<file path="src/rtl/ir_width_fifo.sv">
`timescale 1ns/1ps
module ir_width_fifo #(
  parameter int DEPTH = 128,
  parameter logic [31:0] CFG_RST = 32'h8000_0000 | (32'd3 << 21) | (32'd80 << 13) | 32'd5000
) (
  input  logic        clk,
  input  logic        rst_n,
  input  logic        tick,
  input  logic        ir_in,
  input  logic        run_en,
  input  logic [1:0]  irq_en,
  input  logic        cfg_we,
  input  logic        sts_we,
  input  logic [31:0] wdata,
  input  logic        rd_en,
  output logic [31:0] rd_data,
  output logic [31:0] status,
  output logic        irq
);
  localparam int WW = 13;
  localparam int AW = (DEPTH > 1) ? $clog2(DEPTH) : 1;
  localparam int LW = AW + 1;

  logic [31:0]   cfg;
  logic          s1, s2, lvl, meas, fired;
  logic [WW-1:0] cnt;
  logic [WW-1:0] mem [DEPTH];
  logic [AW-1:0] wp, rp;
  logic [LW-1:0] fill;
  logic          pend, tmo, ovf;

  wire active  = cfg[31] & run_en;
  wire edge_d  = active & (s2 != lvl);
  wire [WW-1:0] cnt_inc = (&cnt) ? cnt : cnt + 1'b1;
  wire [WW-1:0] tmo_val = cfg[12:0];
  wire [7:0]    thr     = cfg[20:13];
  wire tmo_hit = active & ~edge_d & tick & ~fired & (tmo_val != '0) & (cnt_inc == tmo_val);
  wire push_req = meas & (edge_d | tmo_hit);
  wire [WW-1:0] push_val = edge_d ? cnt : cnt_inc;
  wire full    = (fill == LW'(DEPTH));
  wire empty   = (fill == '0);
  wire do_push = push_req & ~full;
  wire do_pop  = rd_en & ~empty;
  wire [LW-1:0] fill_n = fill + LW'(do_push) - LW'(do_pop);
  wire pend_set = do_push & (thr != 8'd0) & (16'(fill_n) == {8'd0, thr});
  wire unused_cfg = ^cfg[30:23];

  assign rd_data = empty ? 32'd0 : {19'd0, mem[rp]};
  assign status  = {1'b0, pend, tmo, 1'b0, empty, ovf, 10'd0, 16'(fill)};
  assign irq     = (pend & cfg[21] & irq_en[0]) | (tmo & cfg[22] & irq_en[1]);

  always_ff @(posedge clk or negedge rst_n) begin
    if (!rst_n) begin
      cfg <= CFG_RST;
      s1 <= 1'b0; s2 <= 1'b0; lvl <= 1'b0;
      meas <= 1'b0; fired <= 1'b0; cnt <= '0;
    end else begin
      if (cfg_we) cfg <= wdata;
      s1 <= ir_in;
      s2 <= s1;
      if (!active) begin
        lvl <= s2; meas <= 1'b0; fired <= 1'b0; cnt <= '0;
      end else if (edge_d) begin
        lvl <= s2; meas <= 1'b1; fired <= 1'b0; cnt <= '0;
      end else if (tick) begin
        cnt <= cnt_inc;
        if (tmo_hit) begin
          fired <= 1'b1;
          meas  <= 1'b0;
        end
      end
    end
  end

  always_ff @(posedge clk or negedge rst_n) begin
    if (!rst_n) begin
      wp <= '0; rp <= '0; fill <= '0;
      pend <= 1'b0; tmo <= 1'b0; ovf <= 1'b0;
    end else begin
      if (do_push) wp <= (wp == AW'(DEPTH - 1)) ? '0 : wp + 1'b1;
      if (do_pop)  rp <= (rp == AW'(DEPTH - 1)) ? '0 : rp + 1'b1;
      fill <= fill_n;
      if (pend_set) pend <= 1'b1;
      else if (sts_we && wdata[30]) pend <= 1'b0;
      if (tmo_hit) tmo <= 1'b1;
      else if (sts_we && wdata[29]) tmo <= 1'b0;
      if (push_req && full) ovf <= 1'b1;
      else if (sts_we && wdata[26]) ovf <= 1'b0;
    end
  end

  always_ff @(posedge clk) begin
    if (do_push) mem[wp] <= push_val;
  end
endmodule

</file>
<file path="config.mk">
export PLATFORM = sky130hd
export DESIGN_NAME = ir_width_fifo
export DESIGN_NICKNAME = d
export VERILOG_FILES = /design/src/rtl/ir_width_fifo.sv
export SDC_FILE = /design/constraint.sdc
export NUM_CORES = 2
export LEC_CHECK = 0
export BUFFER_PORTS_ARGS = -buffer_cell sky130_fd_sc_hd__buf_4
export CORE_ASPECT_RATIO = 0.75
export CORE_MARGIN = 4
export CORE_UTILIZATION = 63
export DETAILED_ROUTE_END_ITERATION = 10
export PLACE_DENSITY_LB_ADDON = 0.25
export SLEW_MARGIN = 40
export SYNTH_ARGS = -nofsm -noshare
export SYNTH_HDL_FRONTEND = slang
export SYNTH_SLANG_ARGS = --single-unit
</file>
<file path="constraint.sdc">
create_clock -name clk -period 6.8 [get_ports clk]
set_input_delay 1.02 -clock clk [delete_from_list [all_inputs] [get_ports clk]]
set_output_delay 1.02 -clock clk [all_outputs]
set_load 0.1 [all_outputs]
</file>
* Word level (Yosys, flattened, before mapping) *
Memory sizes are Yosys's and may differ from the RTL's.
Cells that the tools add are included.

word-level totals
  bits in registers = 75
  memory bits (writable) = 1,664
  input port bits = 42
  output and inout bits = 65
  word-level logic and storage cells = 88
  memories = 1

cells by class
  $add $sub $neg = 5
  eq/ne operators = 9
  multiplexer cells = 26
  bitwise operators = 22
  reduce and logical (&&, ||, !) cells = 12

memory list
  memory  words  width  read ports  clocked after Yosys merged registers in  wr ports  line  text
  mem     128    13     1           0                                        1         27    logic [WW-1:0] mem [DEPTH];

operator list
  kind                                                             count
  13-bit two-way mux                                               6
  1-bit two-way mux                                                18
  1-bit AND                                                        16
  7-bit by 1-bit adder with 7-bit output, second input constant    2
  7-bit == test, second input constant                             2
  7-bit two-way mux                                                2
  13-bit by 1-bit adder with 13-bit output, second input constant  1
  13-bit == test                                                   1
  13-bit AND reduction                                             1
  13-bit nonzero test                                              1
  8-bit by 1-bit adder with 8-bit output                           1
  8-bit == test                                                    1
  8-bit == test, second input constant                             1
  8-bit logical NOT                                                1
  8-bit nonzero test                                               1
  8-bit by 1-bit subtractor with 8-bit output                      1
  2-bit nonzero test                                               3
  1-bit logical AND                                                4
  1-bit NOT                                                        4
  3-bit by 1-bit != test with 1-bit output, second input constant  1
  3-bit by 2-bit != test with 1-bit output, second input constant  1
  2-bit by 1-bit != test with 1-bit output, second input constant  1
  1-bit OR                                                         2
  2-bit AND reduction                                              1
  1-bit != test                                                    1

* Depth between registers and ports, before layout *
  depth in word-level cells = 16
  gate-level depth with buffers = 22
  mapped depth without buffers = 20

* Least setup slack after synthesis *
No wires, ideal clock.

  path type = register to register
  start point = register cnt[1]
  end point = memory mem[0][2] (data pin)
  data arrival time = 5.319 ns
  data required time = 5.873 ns
  path slack = 0.554 ns
  cell stages (with the launch flop) = 9
  clock period less this slack = 6.246 ns
  cell sequence = dfrtp_1 > ha_1 > and3_1 > clkbuf_1 > nand4_1 > and2_1 > clkbuf_1 > nand2_1 > xnor2_1

on the way
  longest elaborated chain between the ends = 3
  elaborated cells on any way between the ends = 4
  classes of those cells = add/sub: 1; mux: 2; reduce/logical: 1

RTL lines
  what                                                                              line  text
  start, declared                                                                   26    logic [WW-1:0] cnt;
  start signal, assigned                                                            66    cnt <= cnt_inc;
  13-bit by 1-bit adder with 13-bit output or 13-bit AND reduction (tied branches)  34    wire [WW-1:0] cnt_inc = (&cnt) ? cnt : cnt + 1'b1;
  13-bit two-way mux *                                                              34
  13-bit two-way mux *                                                              39    wire [WW-1:0] push_val = edge_d ? cnt : cnt_inc;
  net push_val[2]                                                                   39
  end, declared                                                                     27

The timed path passes the listed nets; every way through them passes the cells marked *.

* Final worst setup path *
  start point = register rp[0]
  end point = output port rd_data[6]

on the way
  longest elaborated chain between the ends = 2

RTL lines
  what                      line  text
  start, declared           28    logic [AW-1:0] wp, rp;
  start signal, assigned    81    if (do_pop) rp <= (rp == AW'(DEPTH - 1)) ? '0 : rp + 1'b1;
  memory read 128 x 13 bit  -
  13-bit two-way mux        48    assign rd_data = empty ? 32'd0 : {19'd0, mem[rp]};
  end, declared             16    output logic [31:0] rd_data,

No other way between the ends.

==> impl_metrics.toml <==
[status]
status = "finished clean"

[yosys]
synthesis.area_sq_mm = 0.06845
async_flop_share_pct = 3.871
synth-seq-cells = 1731
synth_edf_count = 1664
ys_warn_count = 0
syn_area_per_cell_sq_um = 22.48
synth_top_area_share_pct = 73.00
synth.area.top_cells = "edfxtp_1, mux4_2, dfrtp_1, buf_4, mux2_2"
yosysUniqueCellTypes = 63
ys_seq_area_share_pct = 75.47
syn_inst = 3045
synth_top_area_cell = "edfxtp_1"
synth_ff_type = "edfxtp_1"

[setup_path]
slowest_delay_ps = 930
cp-end-kind = "output port"
crit_type = "flop to output port"
critPathLaunch = "rp[0]"
critical_path.most_common_cell = "mux4_2"
required_ps = 5780
r2r_slack_ps = 1510
crit_family = "multiplexers"
cp.depth = 7
cp.arrival_ps = 4800
worstPathCellList = "buf_4 -> mux4_2 -> mux4_2 -> mux4_2 -> nor2b_1 -> a31o_1 -> buf_4"
worst-r2r-cell-count = 21
cpMaxStageDelayCell = "dfrtp_4"
r2r_start = "cnt[0]"
worstSetupStartpointType = "flop"
crit_path_max_fanout = 30
timing.rr.end = "pend"
worst-path-buf-inv = 2
crit_end = "rd_data[6]"

[timing]
grt_setup_unrepaired = "no"
fin_crit_ps = 5818
fin_skew_ps = 31.74
worst_pin_slew_ps = 838.0
tns_ps = 0
slew_viol_final = 0
fmax_mhz = 171.9
period_share_pct = 85.56
finalHoldWorstSlack_ps = 263.3
hold_viol = 0
setup_violations = 0
relSlewSlack_pct = 43.95

[layout]
final_cell_mix = "edfxtp_1, mux4_2, clkbuf_16, buf_4, nor2_1"
drive_gt1_share_pct = 33.02
final_common_cell = "edfxtp_1"
areaGrowthSynthToFinish_pct = 12.27
fin_area_sq_mm = 0.07685
final_nets = 3276

[die]
die_h_um = 293.5
die_area_sq_mm = 0.1140
rows = 104
core_sq_mm = 0.1076
chipWidth_um = 388.6
start_util_pct = 63.61
io_pins = 107

[clocking]
cts_setup_buffers = 0
clk_latency_ps = 790
clkSinkCount = 1731
cts_hold_buf = 0
h-tree-depth = 4
numCtsBuffers = 158
tritoncts = "built"
root_buffer = "clkbuf_16"
post_cts_resized = 0
clkSlewWorstSetupHoldPaths_ps = 60
clockBufferDepth = 3

[route]
dr.pass1.iters = 6
vias = 33156
routedWlPerCell_um = 34.06
routed_wl_um = 162600
drt_iter0_drc = 4835
vias_per_cell = 6.944
ant_nets = 0
drc = 0

[power_and_ir_drop]
power_switching_mw = 7.612
combPwrFrac_pct = 20.8
leakagePower_nw = 21.58
internal_power_mw = 18.46
clkPwrFrac_pct = 33.5
p_seq_share_pct = 45.7
power.share.switching_pct = 29.20
ir_drop_uv = 417.1
powerDensity_mw_per_mm2 = 339.2

[global_route]
grt_pass1_wl_um = 238200
grtUsageTotal_pct = 29.33
grt_pass1_vias = 33685
grt_max_degree = 122
grt_antenna_before_repair = 8
overflow = 0

[placed_design]
hpwlAfterDp_um = 92590
gp_congestion = 0.8337
post_dp_cell_area_sq_mm = 0.07160
port-buffer-count = 62

[job]
max-cap-violations = 0

[min_path]
min_path_type = "primary input to asynchronous set/reset pin"
## power by group through the flow
| stage | Combinational (mW) | Clock, mW | Sequential (mW) |
|---|---|---|---|
| floorplan | 3.67 | 0 | 12.1 |
| detailed placement | 5.29 | 0 | 12.1 |
| finish | 5.42 | 8.74 | 11.9 |
| global placement | 5.14 | 0 | 12.2 |
| CTS | 5.34 | 8.82 | 11.9 |
| global route | 5.64 | 9.33 | 11.9 |
## per-layer routing
metal / track usage (%) / vias to the layer above / wire, um
met5: 0 / - / 47
met4: 7.734 / 6 / 3966
met3: 8.556 / 269 / 21330
met2: 43.86 / 2332 / 76040
met1: 43.80 / 17409 / 61230
li1: - / 13140 / -
## cells in the mapped netlist, types with 4 or more instances
cell type	number
nor3_1	55
mux4_2	542
edfxtp_1	1664
buf_4	46
a31o_1	9
nor4_1	8
and2_1	4
a21oi_1	37
a21o_1	4
mux2_2	30
nor2_1	90
xnor2_1	22
and4_1	5
dfrtp_1	57
nor3_2	20
buf_1	20
inv_1	20
a211oi_1	4
nand4_1	12
nand3_1	24
and3_1	10
buf_6	7
o31ai_1	4
mux2i_1	6
clkbuf_1	86
nand2b_1	8
xor2_1	15
buf_2	59
ha_1	15
dfstp_2	10
o21ai_0	19
a31oi_1	9
or3_1	4
nor2b_1	14
nand2_1	63
## worst min-delay path by stage
stage                     start  endpoint  depth (start not counted)
after CTS                 rst_n    cfg[5]                          1
after detailed placement     s1        s2                          0
after floorplan              s1        s2                          0
after global routing      rst_n   fill[0]                          1
after global placement       s1        s2                          0
final                     rst_n    cfg[5]                          1
## flip-flops by register name, indices dropped and copies added (netlist names)
name	flops
s2	1
fired	1
meas	1
wp	7
ovf	1
pend	1
cnt	13
cfg	24
s1	1
fill	8
tmo	1
rp	7
lvl	1
mem	1664
## final cells by class
class | count | area, sq um
multi-input combinational | 1112 | 16440
sequential | 1731 | 51670
clock inverter | 83 | 832.0
fill | 5860 | 30760
antenna | 1 | 2.502
clock buffer | 202 | 4183
inverter | 21 | 78.83
tap | 1431 | 1790
timing repair buffer | 194 | 1849
## through the flow
stage	utilization, %	setup WS (ps)	total power [mW]	instances
floorplan	-	553.9	15.75	3083
detailed placement	66.54	1528	17.44	4479
global placement	66.15	1455	17.32	4472
finish	71.41	982.1	26.07	4775
CTS	71.20	922.9	26.09	4764
global route	71.41	815.6	26.88	4774
## kinds of logic after synthesis
kind of cell / count (synthesis) / share of synthesized area [%]
flip-flops: 1731 / 75.47
multiplexers: 580 / 18.45
AND/OR/NAND/NOR: 333 / 2.579
buffers and inverters: 240 / 1.755
AO/OA/AOI/OAI: 107 / 0.9688
XOR/XNOR: 37 / 0.4734
adder cells (fa/ha/maj): 16 / 0.3034
other: 1 / 0.005478
Note: power is estimated with default switching activity, not from simulation.
